--- src/rtl/bitmask_permuter.sv ---
module bitmask_permuter #(
  parameter int W = 64,
  localparam int IW = $clog2(W),
  localparam int CW = IW + 1
) (
  input  logic         clk,
  input  logic         rst_n,
  input  logic         start,
  input  logic [1:0]   op,
  input  logic [W-1:0] src,
  input  logic [W-1:0] mask,
  output logic         busy,
  output logic         done,
  output logic [W-1:0] result
);

  logic          busy_q, done_q;
  logic [1:0]    op_q;
  logic [W-1:0]  src_q, mask_q, sel_q, uns_q, dep_q, res_q;
  logic [IW-1:0] idx_q;
  logic [CW-1:0] nsel_q, nuns_q;

  logic          m_bit, s_bit, last;
  logic [W-1:0]  sel_n, uns_n, dep_n, cen_n, fin_n;
  logic [CW-1:0] nsel_n, nuns_n;

  assign m_bit  = mask_q[idx_q];
  assign s_bit  = src_q[idx_q];
  assign last   = (idx_q == IW'(W - 1));
  assign nsel_n = nsel_q + CW'(m_bit);
  assign nuns_n = nuns_q + CW'(!m_bit);

  always_comb begin
    sel_n = sel_q;
    uns_n = uns_q;
    dep_n = dep_q;
    if (m_bit) begin
      sel_n[nsel_q[IW-1:0]] = s_bit;
      dep_n[idx_q]          = src_q[nsel_q[IW-1:0]];
    end else begin
      uns_n[nuns_q[IW-1:0]] = s_bit;
    end
  end

  assign cen_n = (sel_n << nuns_n) | uns_n;

  always_comb begin
    case (op_q)
      2'd0:    fin_n = sel_n;
      2'd1:    fin_n = dep_n;
      default: fin_n = cen_n;
    endcase
  end

  always_ff @(posedge clk or negedge rst_n) begin
    if (!rst_n) begin
      busy_q <= 1'b0;
      done_q <= 1'b0;
      op_q   <= '0;
      src_q  <= '0;
      mask_q <= '0;
      idx_q  <= '0;
      sel_q  <= '0;
      uns_q  <= '0;
      dep_q  <= '0;
      nsel_q <= '0;
      nuns_q <= '0;
      res_q  <= '0;
    end else begin
      done_q <= 1'b0;
      if (busy_q) begin
        sel_q  <= sel_n;
        uns_q  <= uns_n;
        dep_q  <= dep_n;
        nsel_q <= nsel_n;
        nuns_q <= nuns_n;
        idx_q  <= idx_q + IW'(1);
        if (last) begin
          busy_q <= 1'b0;
          done_q <= 1'b1;
          res_q  <= fin_n;
        end
      end else if (start) begin
        busy_q <= 1'b1;
        op_q   <= op;
        src_q  <= src;
        mask_q <= mask;
        idx_q  <= '0;
        sel_q  <= '0;
        uns_q  <= '0;
        dep_q  <= '0;
        nsel_q <= '0;
        nuns_q <= '0;
      end
    end
  end

  assign busy   = busy_q;
  assign done   = done_q;
  assign result = res_q;

  p_accept_r2: assert property (@(posedge clk) disable iff (!rst_n)
    (start && !busy) |=> busy);

  p_done_idle_r2: assert property (@(posedge clk) disable iff (!rst_n)
    done |-> !busy);

  p_done_pulse_r3: assert property (@(posedge clk) disable iff (!rst_n)
    done |=> !done);

  p_hold_r3: assert property (@(posedge clk) disable iff (!rst_n)
    !busy |=> $stable(result));

  p_gather_bound_r5: assert property (@(posedge clk) disable iff (!rst_n)
    (done && op_q == 2'd0) |-> ($countones(result) <= $countones(mask_q)));

  p_scatter_in_mask_r6: assert property (@(posedge clk) disable iff (!rst_n)
    (done && op_q == 2'd1) |-> ((result & ~mask_q) == '0));

  p_partition_keeps_ones_r7: assert property (@(posedge clk) disable iff (!rst_n)
    (done && op_q[1]) |-> ($countones(result) == $countones(src_q)));

endmodule

--- config.mk ---
export PLATFORM = sky130hd
export DESIGN_NAME = bitmask_permuter
export DESIGN_NICKNAME = d
export VERILOG_FILES = /design/src/rtl/bitmask_permuter.sv
export SDC_FILE = /design/constraint.sdc
export NUM_CORES = 1
export LEC_CHECK = 0
export ABC_AREA = 1
export CAP_MARGIN = 20
export CORE_UTILIZATION = 50
export CTS_CLUSTER_DIAMETER = 100
export CTS_CLUSTER_SIZE = 25
export DETAILED_ROUTE_END_ITERATION = 10
export GPL_TIMING_DRIVEN = 0
export PLACE_DENSITY = 0.73
export SYNTH_ARGS = -nofsm -noshare
export SYNTH_HDL_FRONTEND = slang
export SYNTH_SLANG_ARGS = --single-unit
--- constraint.sdc ---
create_clock -name clk -period 4 [get_ports clk]
set_input_delay 0.8 -clock clk [delete_from_list [all_inputs] [get_ports clk]]
set_output_delay 0.8 -clock clk [all_outputs]
set_load 0.05 [all_outputs]
# Word level (Yosys, flattened, before mapping)
# Index checks and enable logic that the tools add are counted.
[word_totals]
register_bits = 408
output_inout_bits = 66
elab_cells = 67
[op_classes]
add_sub_neg = 3
order_cmp = 6
n_eq_ne = 2
n_shift = 1
n_mux = 33
n_bitwise = 2
reduce_logical = 8
[ops]
columns = ["operator", "n"]
rows = [
  ["$mux 64", 7],
  ["$bwmux 64", 3],
  ["$pmux 64 s2", 1],
  ["$or 64x64->64", 1],
  ["$shl 64x7->64", 1],
  ["$lt 6x7->1 const B", 3],
  ["$mux 7", 3],
  ["$bmux 1 s6", 3],
  ["$demux 1 s6", 3],
  ["$ge 6x1->1 const B", 3],
  ["$add 7x1->7", 2],
  ["$mux 6", 2],
  ["$mux 1", 11],
  ["$add 6x1->6 const B", 1],
  ["$eq 6x6->1 const B", 1],
  ["$reduce_and 2->1", 2],
  ["$logic_and 1x1->1", 3],
  ["$eq 2x1->1 const B", 1],
  ["$logic_not 2->1", 1],
  ["$reduce_bool 2->1", 1],
  ["$logic_not 1->1", 1],
  ["$not 1->1", 1],
]

# Longest topological paths before layout
[logic_depth]
word_depth = 9
ltp_mapped = 31

# Least setup slack after synthesis
# Ideal clock, no wire load.
[synth_timing]
path_type = "register to register"
startpoint = "register idx_q[0]"
endpoint = "register res_q[48], in the netlist result[48]"
t_arrival_ns = 3.538
required_time_ns = 3.923
slack_ns = 0.385
path_stages_with_launch = 26
period_less_slack_ns = 3.615
path_cell_list = "dfrtp_1 > buf_6 > buf_6 > buf_6 > o211ai_1 > nand2_1 > o21ai_1 > nand2_1 > nor2_2 > nand2_4 > inv_4 > buf_2 > ha_1 > ha_1 > clkbuf_1 > inv_1 > clkbuf_1 > buf_1 > nand3_1 > nand3_1 > nand3_1 > nand3_1 > nand3_1 > nand3_1 > nand2_1 > a21oi_1"
[synth_between]
elab_chain_len = 7
[synth_lines]
columns = ["element", "line_no", "rtl"]
rows = [
  ["start, declared", "20", "logic [IW-1:0] idx_q;"],
  ["start signal, assigned", "77", "idx_q <= idx_q + IW'(1);"],
  ["$bmux 1 s6 (tied with other cells)", "27", "assign m_bit = mask_q[idx_q];"],
  ["$mux 1 (implied by the code) (tied with other cells)", "27", ""],
  ["$logic_not 1->1 (tied with other cells)", "31", "assign nuns_n = nuns_q + CW'(!m_bit);"],
  ["$add 7x1->7 (tied with other cells)", "31", ""],
  ["$shl 64x7->64 / $bwmux 64 (equally long branches)", "45, 39", ""],
  ["$or 64x64->64 / $mux 64 (equally long branches)", "45, 37", ""],
  ["$pmux 64 s2", "48", "case (op_q)"],
  ["end signal, assigned", "81", "res_q <= fin_n;"],
  ["end, declared", "19", "logic [W-1:0] src_q, mask_q, sel_q, uns_q, dep_q, res_q;"],
]
# Several ways; a longest one is shown, not always the timed one. The select of a mux whose other input is x is not followed.
# A chain may end at the register's enable or synchronous reset.

# Final worst setup path
[layout_timing]
startpoint = "register idx_q[0]"
endpoint = "register res_q[7], in the netlist result[7]"
# The elaborated chain is that of the path after synthesis.

==> flow_summary.yaml <==
run_status:
  status: "finished, violations left"
  violations: "negative setup slack"
logic_synthesis:
  syn-instance-count: 4052
  async_flop_share_pct: 100
  synth-compound-area-share_pct: 12.0
  synth_nets: 4190
  ys_warn_count: 0
  synth_top_family_by_area: "simple AND/OR/NAND/NOR gates"
  synth_seq_cells: 407
  synth_area_mm2: 0.0265
  synth-adder-area-share_pct: 0.236
  synth-simple-area-share_pct: 40.5
  synth_cell_type_count: 43
  synth_ff_type: "dfrtp_1"
  synth.area.mux_share_pct: 0
  synth_edf_count: 0
  ys_seq_area_share_pct: 38.5
  synth.avg_cell_area_um2: 6.54
  synth_xor_area_share_pct: 0.0992
setup_path:
  start_kind: "flip-flop"
  startpoint: "idx_q[0]"
  reg2reg_slack_ns: -0.12
  regToRegEndpoint: "result[7]"
  endpoint: "result[7]"
  r2r_start: "idx_q[0]"
  ff2ff_path_depth: 17
  worst_setup_path_end_kind: "flip-flop"
  worst-setup-path-type: "flip-flop to flip-flop"
  cp.required_ns: 4.49
  cp.arrival_ns: 4.61
  cp_max_fo: 10
route:
  vias: 31581
  wl_per_cell_um: 25.8
  finalWirelength_um: 129000
  vias_per_cell: 6.30
  postRouteAntennaNets: 0
  drt_iter0_drc: 4770
  first_pass_iters: 7
  drc: 0
sta:
  whs_ns: 0.160
  slew_viol_final: 0
  clock_skew_ns: 0.0594
  finalSetupViolCount: 3
  period_minus_slack_ns: 4.12
  relSlewSlack_pct: 15.5
  finalCritPeriodShare_pct: 103
  rsz0062_at_grt: "true"
  hold_viol_final: 0
  worst_slew_pin_slew_ns: 1.26
  fin_tns_setup_ns: -0.136
  layout_setup_ws_ns: -0.124
  max_freq_ghz: 0.242
placement:
  io_buffer_count: 198
  dp_hpwl_um: 99600
  gp_congestion: 1.11
clock_tree:
  root_buffer: "clkbuf_16"
  clock_path_buffers: 3
  clock-sinks: 407
  clock_latency_ns: 0.63
  cts_buffers: 22
  postCtsHoldBufs: 0
  path_clk_slew_ns: 0.10
  cts_tree: "built"
  h-tree-depth: 1
final_layout:
  fin_nets: 4461
  layout-area-overhead-vs-synth_pct: 20.9
  drive_gt1_share_pct: 10.6
  final_core_util_pct: 61.8
  fillers: 4918
floorplan:
  start_util_pct: 51.1
  fp.dieArea_mm2: 0.0539
  die-height_um: 232
  fp.dieW_um: 232
  core_mm2: 0.0518
  fp-row-count: 83
  ios: 199
grt:
  grtUsageTotal_pct: 46.8
  busiest_layer: "met2"
  grtUsageMet2_pct: 66.4
  use_met3_pct: 17.6
  overflow: 0
  grt_use_met1_pct: 61.8
  grt_pass1_wl_um: 184000
  antenna_found_initial: 9
  grt_pass1_vias: 28472
  grt_max_degree: 124
job:
  maxCapViolations: 0
hold_path:
  hp-class: "input port to async pin"
metrics by stage:
stage	cells	setup WS, ns	instance area (um^2)
5_1_grt	5008	-0.0476	32000
2_1_floorplan	4052	0.385	26500
6_report	5010	-0.124	32000
3_5_place_dp	4935	-1.59	29400
3_3_place_gp	4930	-16.05	29300
4_1_cts	4977	0.00210	30800
layout by cell type, fill, tap and decap left out, types with 55 or more instances in the layout:
master / Yosys / layout
a21oi_1: 76 / 72
buf_4: 17 / 73
clkbuf_1: 167 / 128
clkdlybuf4s50_1: 0 / 197
dfrtp_1: 407 / 407
inv_1: 261 / 256
nand2_1: 1461 / 1421
nand3_1: 691 / 573
nand3_2: 0 / 111
nand4_1: 55 / 55
nor2_1: 194 / 185
nor3_1: 96 / 86
o21ai_0: 229 / 218
o22ai_1: 165 / 165
worst min path at each step:
stage          startpoint          to  slack, ns  cells after the start
2_1_floorplan  mask_q[16]  mask_q[16]       0.44                      2
3_3_place_gp   mask_q[16]  mask_q[16]       0.46                      2
3_5_place_dp   mask_q[23]  mask_q[23]       0.46                      2
4_1_cts             rst_n   src_q[23]       0.19                      1
5_1_grt             rst_n   src_q[20]       0.21                      1
6_report            rst_n   src_q[10]       0.16                      1
state kept, by name, summed over array words and instances (netlist names):
signal / count
busy: 1
dep_q: 64
done: 1
idx_q: 6
mask_q: 64
nsel_q: 6
nuns_q: 7
op_q: 2
result: 64
sel_q: 64
src_q: 64
uns_q: 64
cell usage after synthesis (5+ instances only):
| library cell | instances | area (um^2) |
|---|---|---|
| a211oi_1 | 8 | 60.1 |
| a21boi_0 | 5 | 37.5 |
| a21oi_1 | 76 | 380 |
| a221oi_1 | 7 | 61.3 |
| a22oi_1 | 8 | 60.1 |
| buf_1 | 39 | 146 |
| buf_2 | 39 | 195 |
| buf_4 | 17 | 128 |
| buf_6 | 11 | 124 |
| clkbuf_1 | 167 | 627 |
| dfrtp_1 | 407 | 10200 |
| ha_1 | 5 | 62.6 |
| inv_1 | 261 | 980 |
| inv_2 | 17 | 63.8 |
| nand2_1 | 1461 | 5480 |
| nand3_1 | 691 | 3460 |
| nand4_1 | 55 | 344 |
| nand4_2 | 7 | 87.6 |
| nor2_1 | 194 | 728 |
| nor2_2 | 5 | 31.3 |
| nor3_1 | 96 | 480 |
| nor3_2 | 5 | 50.1 |
| o211ai_1 | 9 | 67.6 |
| o21ai_0 | 229 | 1150 |
| o21ai_1 | 21 | 105 |
| o22ai_1 | 165 | 1030 |
| o311ai_0 | 14 | 123 |
kinds of logic after synthesis:
logic type,count (synthesis)
fa+ha+maj,5
buf+inv,557
simple gates,2524
xor+xnor,3
compound gates,556
flops,407
what timing repair did:
action | CTS | global route
cloned | 0 | 1
setup buffers | 15 | 29
pin swaps | 7 | 22
gates resized for setup | 187 | 281
setup endpoints to repair | 68 | 64
cell type report:
cell class | instances | area (um^2) | share of cell area [%]
timing repair buffer | 251 | 2470 | 7.72
antenna | 2 | 5.00 | 0.0156
sequential | 407 | 10200 | 31.8
clock buffer | 22 | 551 | 1.72
clock inverter | 7 | 138 | 0.430
inverter | 283 | 1090 | 3.41
tap | 680 | 851 | 2.66
multi-input combinational | 3088 | 15100 | 47.1
buffer | 270 | 1660 | 5.20
critical path: stages, from the launching register on:
cell	delay, ns
dfrtp_1	0.43
buf_6	0.17
buf_12	0.15
buf_8	0.15
o211ai_1	0.18
nand2_1	0.09
o21ai_2	0.18
nand2_1	0.12
nor2_4	0.12
nand2_4	0.12
buf_12	0.17
buf_4	0.18
buf_4	0.20
buf_2	0.23
a21boi_0	0.69
nor2_1	0.12
nor3_1	0.51
a21oi_1	0.16
layer usage:
metal	part of all wire (%)	vias up
li1	-	14042
met1	39	14810
met2	40	2265
met3	14	452
met4	6.3	12
met5	0.057	-
Power is left out: the tool's default activity adds up to more than one toggle a clock period on the data nets, which glitch-free logic cannot reach.
